===== src/rtl/ser_tx_pkg.sv =====
package ser_tx_pkg;
  localparam logic ADDR_DATA = 1'b0;
  localparam logic ADDR_CSR  = 1'b1;

  // control bit positions
  localparam int CB_PAR_EN  = 0;
  localparam int CB_PAR_ODD = 1;
  localparam int CB_IRQ_SEL = 2;
  localparam int CB_IRQ_EN  = 3;
  localparam int CTRL_W     = 4;

  // status bit positions
  localparam int SB_BEMPTY = 5;
  localparam int SB_DONE   = 6;

  typedef enum logic {ENG_IDLE, ENG_SEND} eng_state_e;
endpackage


===== src/rtl/ser_tx_regs.sv =====
module ser_tx_regs
  import ser_tx_pkg::*;
#(
  parameter int DATA_W = 8
) (
  input  logic              clk,
  input  logic              rst,
  input  logic              reg_wr,
  input  logic              reg_rd,
  input  logic              reg_addr,
  input  logic [DATA_W-1:0] reg_wdata,
  output logic [DATA_W-1:0] reg_rdata,
  input  logic              buf_take,
  input  logic              frame_done,
  output logic              buf_full,
  output logic [DATA_W-1:0] buf_data,
  output logic              par_en,
  output logic              par_odd,
  output logic              bemp_flag,
  output logic              done_flag,
  output logic              irq
);
  logic [CTRL_W-1:0] ctrl;
  logic [DATA_W-1:0] status_word;
  logic              rd_csr;
  logic              wr_data;
  logic              wr_csr;

  assign rd_csr  = reg_rd && (reg_addr == ADDR_CSR);
  assign wr_data = reg_wr && (reg_addr == ADDR_DATA);
  assign wr_csr  = reg_wr && (reg_addr == ADDR_CSR);
  assign par_en  = ctrl[CB_PAR_EN];
  assign par_odd = ctrl[CB_PAR_ODD];

  always_comb begin
    status_word = '0;
    status_word[CTRL_W-1:0] = ctrl;
    status_word[SB_BEMPTY]  = bemp_flag;
    status_word[SB_DONE]    = done_flag;
  end

  always_ff @(posedge clk) begin
    if (rst) begin
      ctrl      <= '0;
      buf_full  <= 1'b0;
      buf_data  <= '0;
      bemp_flag <= 1'b0;
      done_flag <= 1'b0;
      reg_rdata <= '0;
      irq       <= 1'b0;
    end else begin
      if (wr_data && !buf_full) begin
        buf_data <= reg_wdata;
        buf_full <= 1'b1;
      end else if (buf_take) begin
        buf_full <= 1'b0;
      end
      if (wr_csr) ctrl <= reg_wdata[CTRL_W-1:0];
      if (reg_rd) reg_rdata <= rd_csr ? status_word : '0;
      if (buf_take)    bemp_flag <= 1'b1;
      else if (rd_csr) bemp_flag <= 1'b0;
      if (frame_done)  done_flag <= 1'b1;
      else if (rd_csr) done_flag <= 1'b0;
      irq <= ctrl[CB_IRQ_EN] && (ctrl[CB_IRQ_SEL] ? done_flag : bemp_flag);
    end
  end
endmodule


===== src/rtl/ser_tx_shift.sv =====
module ser_tx_shift
  import ser_tx_pkg::*;
#(
  parameter int DATA_W     = 8,
  parameter int OVERSAMPLE = 8
) (
  input  logic              clk,
  input  logic              rst,
  input  logic              tick,
  input  logic              buf_full,
  input  logic [DATA_W-1:0] buf_data,
  input  logic              par_en,
  input  logic              par_odd,
  output logic              buf_take,
  output logic              frame_done,
  output logic              busy,
  output logic              txd
);
  localparam int FRAME_W = DATA_W + 3;
  localparam int CNT_W   = $clog2(OVERSAMPLE);
  localparam int BITS_W  = $clog2(FRAME_W + 1);

  eng_state_e          state;
  logic [FRAME_W-1:0]  frame;
  logic [FRAME_W-1:0]  new_frame;
  logic [BITS_W-1:0]   bits_left;
  logic [BITS_W-1:0]   new_len;
  logic [CNT_W-1:0]    tick_cnt;
  logic                last_tick;
  logic                end_frame;
  logic                par_bit;

  assign busy       = (state == ENG_SEND);
  assign last_tick  = busy && tick && (tick_cnt == CNT_W'(OVERSAMPLE - 1));
  assign end_frame  = last_tick && (bits_left == BITS_W'(1));
  assign buf_take   = buf_full && (!busy || end_frame);
  assign frame_done = end_frame && !buf_full;

  assign par_bit   = (^buf_data) ^ par_odd;
  assign new_frame = par_en ? {1'b1, par_bit, buf_data, 1'b0}
                            : {1'b1, 1'b1, buf_data, 1'b0};
  assign new_len   = par_en ? BITS_W'(FRAME_W) : BITS_W'(FRAME_W - 1);

  always_ff @(posedge clk) begin
    if (rst) begin
      state     <= ENG_IDLE;
      frame     <= '1;
      bits_left <= '0;
      tick_cnt  <= '0;
      txd       <= 1'b1;
    end else if (buf_take) begin
      state     <= ENG_SEND;
      frame     <= new_frame;
      bits_left <= new_len;
      tick_cnt  <= '0;
      txd       <= 1'b0;
    end else if (end_frame) begin
      state     <= ENG_IDLE;
      tick_cnt  <= '0;
      txd       <= 1'b1;
    end else if (busy && tick) begin
      if (last_tick) begin
        tick_cnt  <= '0;
        frame     <= {1'b1, frame[FRAME_W-1:1]};
        txd       <= frame[1];
        bits_left <= bits_left - BITS_W'(1);
      end else begin
        tick_cnt <= tick_cnt + CNT_W'(1);
      end
    end
  end
endmodule


===== src/rtl/ser_tx_dbuf.sv =====
module ser_tx_dbuf #(
  parameter int DATA_W     = 8,
  parameter int OVERSAMPLE = 8
) (
  input  logic              clk,
  input  logic              rst,
  input  logic              baud_tick,
  input  logic              reg_wr,
  input  logic              reg_rd,
  input  logic              reg_addr,
  input  logic [DATA_W-1:0] reg_wdata,
  output logic [DATA_W-1:0] reg_rdata,
  output logic              txd,
  output logic              irq
);
  logic              buf_take;
  logic              frame_done;
  logic              buf_full;
  logic [DATA_W-1:0] buf_data;
  logic              par_en;
  logic              par_odd;
  logic              bemp_flag;
  logic              done_flag;
  logic              eng_busy;

  ser_tx_regs #(.DATA_W(DATA_W)) u_regs (
    .clk        (clk),
    .rst        (rst),
    .reg_wr     (reg_wr),
    .reg_rd     (reg_rd),
    .reg_addr   (reg_addr),
    .reg_wdata  (reg_wdata),
    .reg_rdata  (reg_rdata),
    .buf_take   (buf_take),
    .frame_done (frame_done),
    .buf_full   (buf_full),
    .buf_data   (buf_data),
    .par_en     (par_en),
    .par_odd    (par_odd),
    .bemp_flag  (bemp_flag),
    .done_flag  (done_flag),
    .irq        (irq)
  );

  ser_tx_shift #(.DATA_W(DATA_W), .OVERSAMPLE(OVERSAMPLE)) u_shift (
    .clk        (clk),
    .rst        (rst),
    .tick       (baud_tick),
    .buf_full   (buf_full),
    .buf_data   (buf_data),
    .par_en     (par_en),
    .par_odd    (par_odd),
    .buf_take   (buf_take),
    .frame_done (frame_done),
    .busy       (eng_busy),
    .txd        (txd)
  );
endmodule


===== config.mk =====
export PLATFORM = sky130hd
export DESIGN_NAME = ser_tx_dbuf
export DESIGN_NICKNAME = d
export VERILOG_FILES = /design/src/rtl/ser_tx_pkg.sv /design/src/rtl/ser_tx_regs.sv /design/src/rtl/ser_tx_shift.sv /design/src/rtl/ser_tx_dbuf.sv
export SDC_FILE = /design/constraint.sdc
export NUM_CORES = 1
export LEC_CHECK = 0
export ABC_CLOCK_PERIOD_IN_PS = 4780
export BUFFER_PORTS_ARGS = -buffer_cell sky130_fd_sc_hd__buf_2
export CAP_MARGIN = 20
export CORE_ASPECT_RATIO = 1.1
export CORE_UTILIZATION = 37
export CTS_CLUSTER_DIAMETER = 200
export DETAILED_ROUTE_END_ITERATION = 10
export GPL_TIMING_DRIVEN = 0
export PLACE_DENSITY = 0.56
export SETUP_SLACK_MARGIN = 0.1
export SLEW_MARGIN = 15
export SYNTH_ARGS = -nofsm -noshare
export SYNTH_HDL_FRONTEND = slang
export SYNTH_SLANG_ARGS = --single-unit

===== constraint.sdc =====
create_clock -name clk -period 4.78 [get_ports clk]
set_input_delay 0.717 -clock clk [delete_from_list [all_inputs] [get_ports clk]]
set_output_delay 0.717 -clock clk [all_outputs]
set_load 0.02 [all_outputs]

[Yosys cells after proc, flatten, opt, wreduce, memory -nomap -nowiden]
Index checks and enable logic that the tools add are counted.
Operators by class
  add/subtract/negate cells: 2
  multiply operators: 0
  div/mod/pow operators: 0
  order comparisons: 0
  equal/unequal tests: 3
  shifts and indexed selects: 0
  mux-type cells: 24
  bitwise logic cells: 2
  reductions and logical operators: 25
Operator list (number)
  $mux 11: 4
  $mux 4: 4
  $mux 1: 13
  $reduce_bool 2->1: 6
  $logic_and 1x1->1: 10
  $mux 10: 1
  $reduce_xor 8->1: 1
  $mux 7: 1
  $reduce_bool 3->1: 2
  $eq 4x1->1 const B: 1
  $sub 4x1->4 const B: 1
  $add 3x1->3 const B: 1
  $eq 3x3->1 const B: 1
  $mux 3: 1
  $reduce_and 3->1: 1
  $reduce_or 3->1: 1
  $logic_not 1->1: 2
  $ne 2x2->1 const B: 1
  $reduce_and 2->1: 1
  $logic_or 1x1->1: 1
  $not 1->1: 1
  $xor 1x1->1: 1
Word-level totals
  register bits after elaboration: 44
  latch bits: 0
  memory bits (writable): 0
  memory bits (read-only): 0
  bits of input ports: 14
  output and inout bits: 10
  logic and storage cells: 68
  memories: 0

[Logic depth before layout (Yosys ltp)]
  word-level depth: 7
  mapped depth: 8
  gate-level depth less buffers: 6

[By module]
Synthesis repeated with hierarchy kept, for this count alone.
Unflattened totals
  cells, all modules: 203
  area, all modules: 1928.1 um^2
Modules (own cells, without submodules)
  ser_tx_shift: times used 1, cells an instance 107, area each 973.4 um^2, sequential area each 360.3 um^2
  ser_tx_regs: times used 1, cells an instance 96, area each 954.7 um^2, sequential area each 440.4 um^2

[Least setup slack after synthesis]
No wires, ideal clock.
  kind: in2reg
  start point: in baud_tick
  end point: reg u_shift.bits_left[0]
  library setup time: 86 ps
  arrival time: 1626 ps
  required time: 4694 ps
  setup slack: 3068 ps
  cell stages on the path: 6
  path buffers: 2
  cells stage by stage: and3_1 > clkbuf_2 > o21a_1 > buf_6 > xnor2_1 > a211oi_1
Between the ends
  word-level cells in the longest chain between the ends: 7
  elaborated cells on any way between the ends: 10
  classes of those cells: eq/ne: 1; mux: 1; reduce/logical: 8
RTL lines
  from (decl): line ser_tx_dbuf.sv:7  | input logic baud_tick,
  $logic_and 1x1->1 (*): line ser_tx_shift.sv:34, ser_tx_shift.sv:61
  $logic_and 1x1->1: line ser_tx_shift.sv:34  | assign last_tick = busy && tick && (tick_cnt == CNT_W'(OVERSAMPLE - 1));
  $logic_and 1x1->1: line ser_tx_shift.sv:35  | assign end_frame = last_tick && (bits_left == BITS_W'(1));
  $logic_or 1x1->1: line ser_tx_shift.sv:36  | assign buf_take = buf_full && (!busy || end_frame);
  $logic_and 1x1->1: line ser_tx_shift.sv:36
  $ne 2x2->1 (no line) / $reduce_bool 2->1 (equally long branches)
  $reduce_and 3->1 (no line)
  to (signal assigned): line ser_tx_shift.sv:54  | bits_left <= new_len;
  to (signal assigned): line ser_tx_shift.sv:66  | bits_left <= bits_left - BITS_W'(1);
  to (decl): line ser_tx_shift.sv:26  | logic [BITS_W-1:0] bits_left;
Every way passes the cells marked *; elsewhere a longest branch is shown, timed or not.
A chain may end at the register's enable or synchronous reset.

[Final worst setup path]
  start point: reg u_shift.bits_left[0]
  end point: reg u_shift.frame[6]
Between the ends
  word-level cells in the longest chain between the ends: 6
  elaborated cells on any way between the ends: 9
  classes of those cells: eq/ne: 2; mux: 1; reduce/logical: 6
RTL lines
  $eq 4x1->1 (*): line ser_tx_shift.sv:35
  $logic_and 1x1->1 (*): line ser_tx_shift.sv:35
  $logic_or 1x1->1: line ser_tx_shift.sv:36
  $logic_and 1x1->1: line ser_tx_shift.sv:36
  $ne 2x2->1 (no line) / $reduce_bool 2->1 (equally long branches)
  $reduce_and 3->1 (no line)
  to (signal assigned): line ser_tx_shift.sv:53  | frame <= new_frame;
  to (signal assigned): line ser_tx_shift.sv:64  | frame <= {1'b1, frame[FRAME_W-1:1]};
  to (decl): line ser_tx_shift.sv:24  | logic [FRAME_W-1:0] frame;
Marks and branches as above.

==> impl_metrics.py <==
metrics = {
    "outcome": {
        "status": "completed",
    },
    "global_route": {
        "antenna_found_initial": 0,
        "overflow": 0,
        "met2_usage_pct": 26.6,
        "grtUsageMet1_pct": 20.2,
        "grt_use_met3_pct": 5.98,
        "grt_usage_pct": 16.4,
        "grt_pass1_vias": 1271,
        "grt_pass1_wl_um": 5960,
        "grt_max_degree": 14,
        "grt.busiest_layer": "met2",
    },
    "yosys": {
        "synth.distinct_cells": 36,
        "ys_seq_elements": 40,
        "synth_top_flop_cell": "dfxtp_1",
        "async_reset_ff_share_pct": 0,
        "yosys.area.top_type_share_pct": 46.0,
        "synthTopCellsByCount": "dfxtp_1, a21oi_1, nor2_1",
        "yosysTopAreaCell": "dfxtp_1",
        "yosysSeqAreaShare_pct": 46.0,
        "netlist_instances": 188,
        "synth.most_common_cell": "dfxtp_1",
        "avgSynthCellArea_um2": 9.26,
        "yosysWarnings": 0,
        "synth-edff-count": 0,
        "synth.cell_area_mm2": 0.00174,
        "synth.area.top_cells": "dfxtp_1, mux2i_1, a21oi_1",
    },
    "detailed_routing": {
        "drt_iter0_drc": 54,
        "first_pass_iters": 4,
        "vias": 1387,
        "ant_nets": 0,
        "vias_per_cell": 5.10,
        "drc": 0,
        "wl_per_cell_um": 13.3,
        "routed_wl_um": 3610,
    },
    "critical_path": {
        "cp-end-kind": "flop",
        "crit_end": "u_shift.frame[6]",
        "arrival_ns": 2.08,
        "cp_max_fo": 10,
        "reg2reg_from": "u_shift.bits_left[0]",
        "worstSetupStartpoint": "u_shift.bits_left[0]",
        "reg2reg_to": "u_shift.frame[6]",
        "r2r_slack_ns": 2.93,
        "reg2regPathDepth": 6,
        "critPathRequiredTime_ns": 5.01,
        "crit_type": "reg2reg",
        "start_kind": "flop",
    },
    "floorplan": {
        "io_pins": 24,
        "die_area_mm2": 0.00498,
        "start_util_pct": 39.5,
        "std_cell_rows": 25,
        "core_mm2": 0.00441,
        "die_y_um": 73.9,
        "dieWidth_um": 67.4,
    },
    "timing": {
        "skew_ns": 0.00773,
        "hold_viol": 0,
        "setup_viol": 0,
        "finalMaxSlewViolations": 0,
        "rsz0062_at_grt": "false",
        "relSlewSlack_pct": 65.0,
        "fmax_mhz": 539,
        "fin_crit_ns": 1.85,
        "worst-slew-pin-transition_ns": 0.525,
        "hold_ws_ns": 0.466,
        "setup_tns_ns": 0,
        "fin_crit_sh_pct": 38.8,
    },
    "hold_path": {
        "holdCritPathClass": "reg2reg",
        "min-delay-start": "u_regs.reg_rdata[1]",
    },
    "power_and_ir_drop": {
        "power_density_mw_per_mm2": 355,
        "leakagePower_nw": 0.844,
        "ir_drop_v": 0.000168,
    },
    "clock_tree": {
        "clkTransAtPathRegs_ns": 0.08,
        "root_buffer": "clkbuf_8",
        "cts_buffers": 5,
        "cts_buffer_depth": 2,
        "hold_buffers": 0,
        "cts_resized": 0,
        "cts_tree": "done",
        "clk_latency_ns": 0.30,
        "clock_sinks": 40,
        "htreeDepth": 2,
        "cts_setup_buffers": 0,
    },
    "cells_and_area": {
        "area_growth_pct": 16.5,
        "multiInputGateArea_um2": 852,
        "nFillCells": 465,
        "fin_nets": 235,
        "seq_area_um2": 801,
        "final_area_mm2": 0.00203,
        "drive_gt1_share_pct": 17.4,
        "instances_no_fill": 272,
        "num_antenna_cells": 0,
    },
    "job": {
        "maxCapViolCount": 0,
    },
    "placement": {
        "io_buffers": 21,
        "place_inst": 264,
        "placed_area_mm2": 0.00192,
        "place_congestion": 0.699,
        "dp_hpwl_um": 2590,
    },
}
==> sequential cells by signal, indices dropped and copies added, names as in the netlist <==
| register | count |
|---|---|
| u_shift.frame | 9 |
| u_regs.done_flag | 1 |
| u_regs.buf_data | 8 |
| u_shift.busy | 1 |
| u_shift.bits_left | 4 |
| u_shift.tick_cnt | 3 |
| u_regs.reg_rdata | 6 |
| u_shift.txd | 1 |
| u_regs.irq | 1 |
| u_regs.buf_full | 1 |
| u_regs.bemp_flag | 1 |
| u_regs.ctrl | 4 |
==> critical path, cell delays in order, from the launching register on <==
cell      delay [ns]
dfxtp_1         0.40
ha_1            0.18
nor3b_1         0.32
a21o_1          0.25
clkbuf_1        0.39
nor3_1          0.11
o21bai_1        0.14
==> cells by family (layout without fill, tap and decap cells) <==
group	after synthesis	after routing	synth area share (%)
simple gates	61	61	17.9
compound gates	43	43	15.6
flops	40	40	46.0
buf+inv	18	47	5.25
mux	11	11	6.33
xor+xnor	10	10	5.82
fa+ha+maj	4	4	2.88
other cells	1	2	0.215
==> placed cells by master, fill, tap and decap left out, drive strengths merged <==
cell	instances
o211ai	2
nor3	12
buf	28
xor2	3
a21o	1
mux2i	11
xnor3	1
nor4	2
clkinv	1
o21ai	1
nor3b	3
and3	2
clkbuf	13
bufinv	1
a31oi	1
o22ai	9
nand3	10
clkinvlp	1
ha	4
nand2	9
nor2	13
or4b	1
nand3b	1
inv	3
xnor2	6
nor2b	1
o21a	1
o32a	1
o21bai	9
dfxtp	40
conb	2
a21oi	16
a211oi	1
a221oi	1
nand2b	7
==> metal layers <==
layer / vias up / part of all wire, %
met2: 23 / 46
met1: 637 / 49
met5: - / 0
met4: 0 / 1.2
met3: 6 / 4.1
li1: 721 / -
==> where the power goes <==
group | leakage [nW] | total [mW] | switching, mW | internal [mW]
sequential | 0.326 | 0.360 | 0.0123 | 0.348
clock | 0.0541 | 0.278 | 0.123 | 0.155
combinational | 0.464 | 0.0827 | 0.0427 | 0.0400
total | 0.844 | 0.721 | 0.178 | 0.543
==> metrics by stage <==
stage / power [mW] / utilization (%) / worst slack (ns)
after floorplan: 0.428 / - / 3.07
after detailed placement: 0.451 / 43.5 / 2.82
after global routing: 0.752 / 46.0 / 2.70
after global placement: 0.451 / 43.5 / 2.83
after CTS: 0.727 / 46.0 / 2.90
final: 0.721 / 46.0 / 2.93
==> how the worst min path moves through the flow <==
stage	to	cells past startpoint
final	u_regs.reg_rdata[1]	2
after global routing	u_regs.reg_rdata[3]	2
after CTS	u_regs.reg_rdata[1]	2
after detailed placement	u_regs.reg_rdata[1]	2
after global placement	u_regs.reg_rdata[6]	2
after floorplan	u_regs.ctrl[3]	2
==> cell type report <==
| cell class | count | share of cell area [%] |
|---|---|---|
| multi-input cells | 131 | 42.0 |
| flip-flops and latches | 40 | 39.5 |
| repair buffers | 21 | 5.18 |
| plain buffers | 15 | 3.95 |
| clock buffers | 5 | 3.39 |
| well taps | 54 | 3.33 |
| clock inverters | 3 | 2.10 |
| inverters | 3 | 0.555 |
Power figures use the tool's default switching activity.
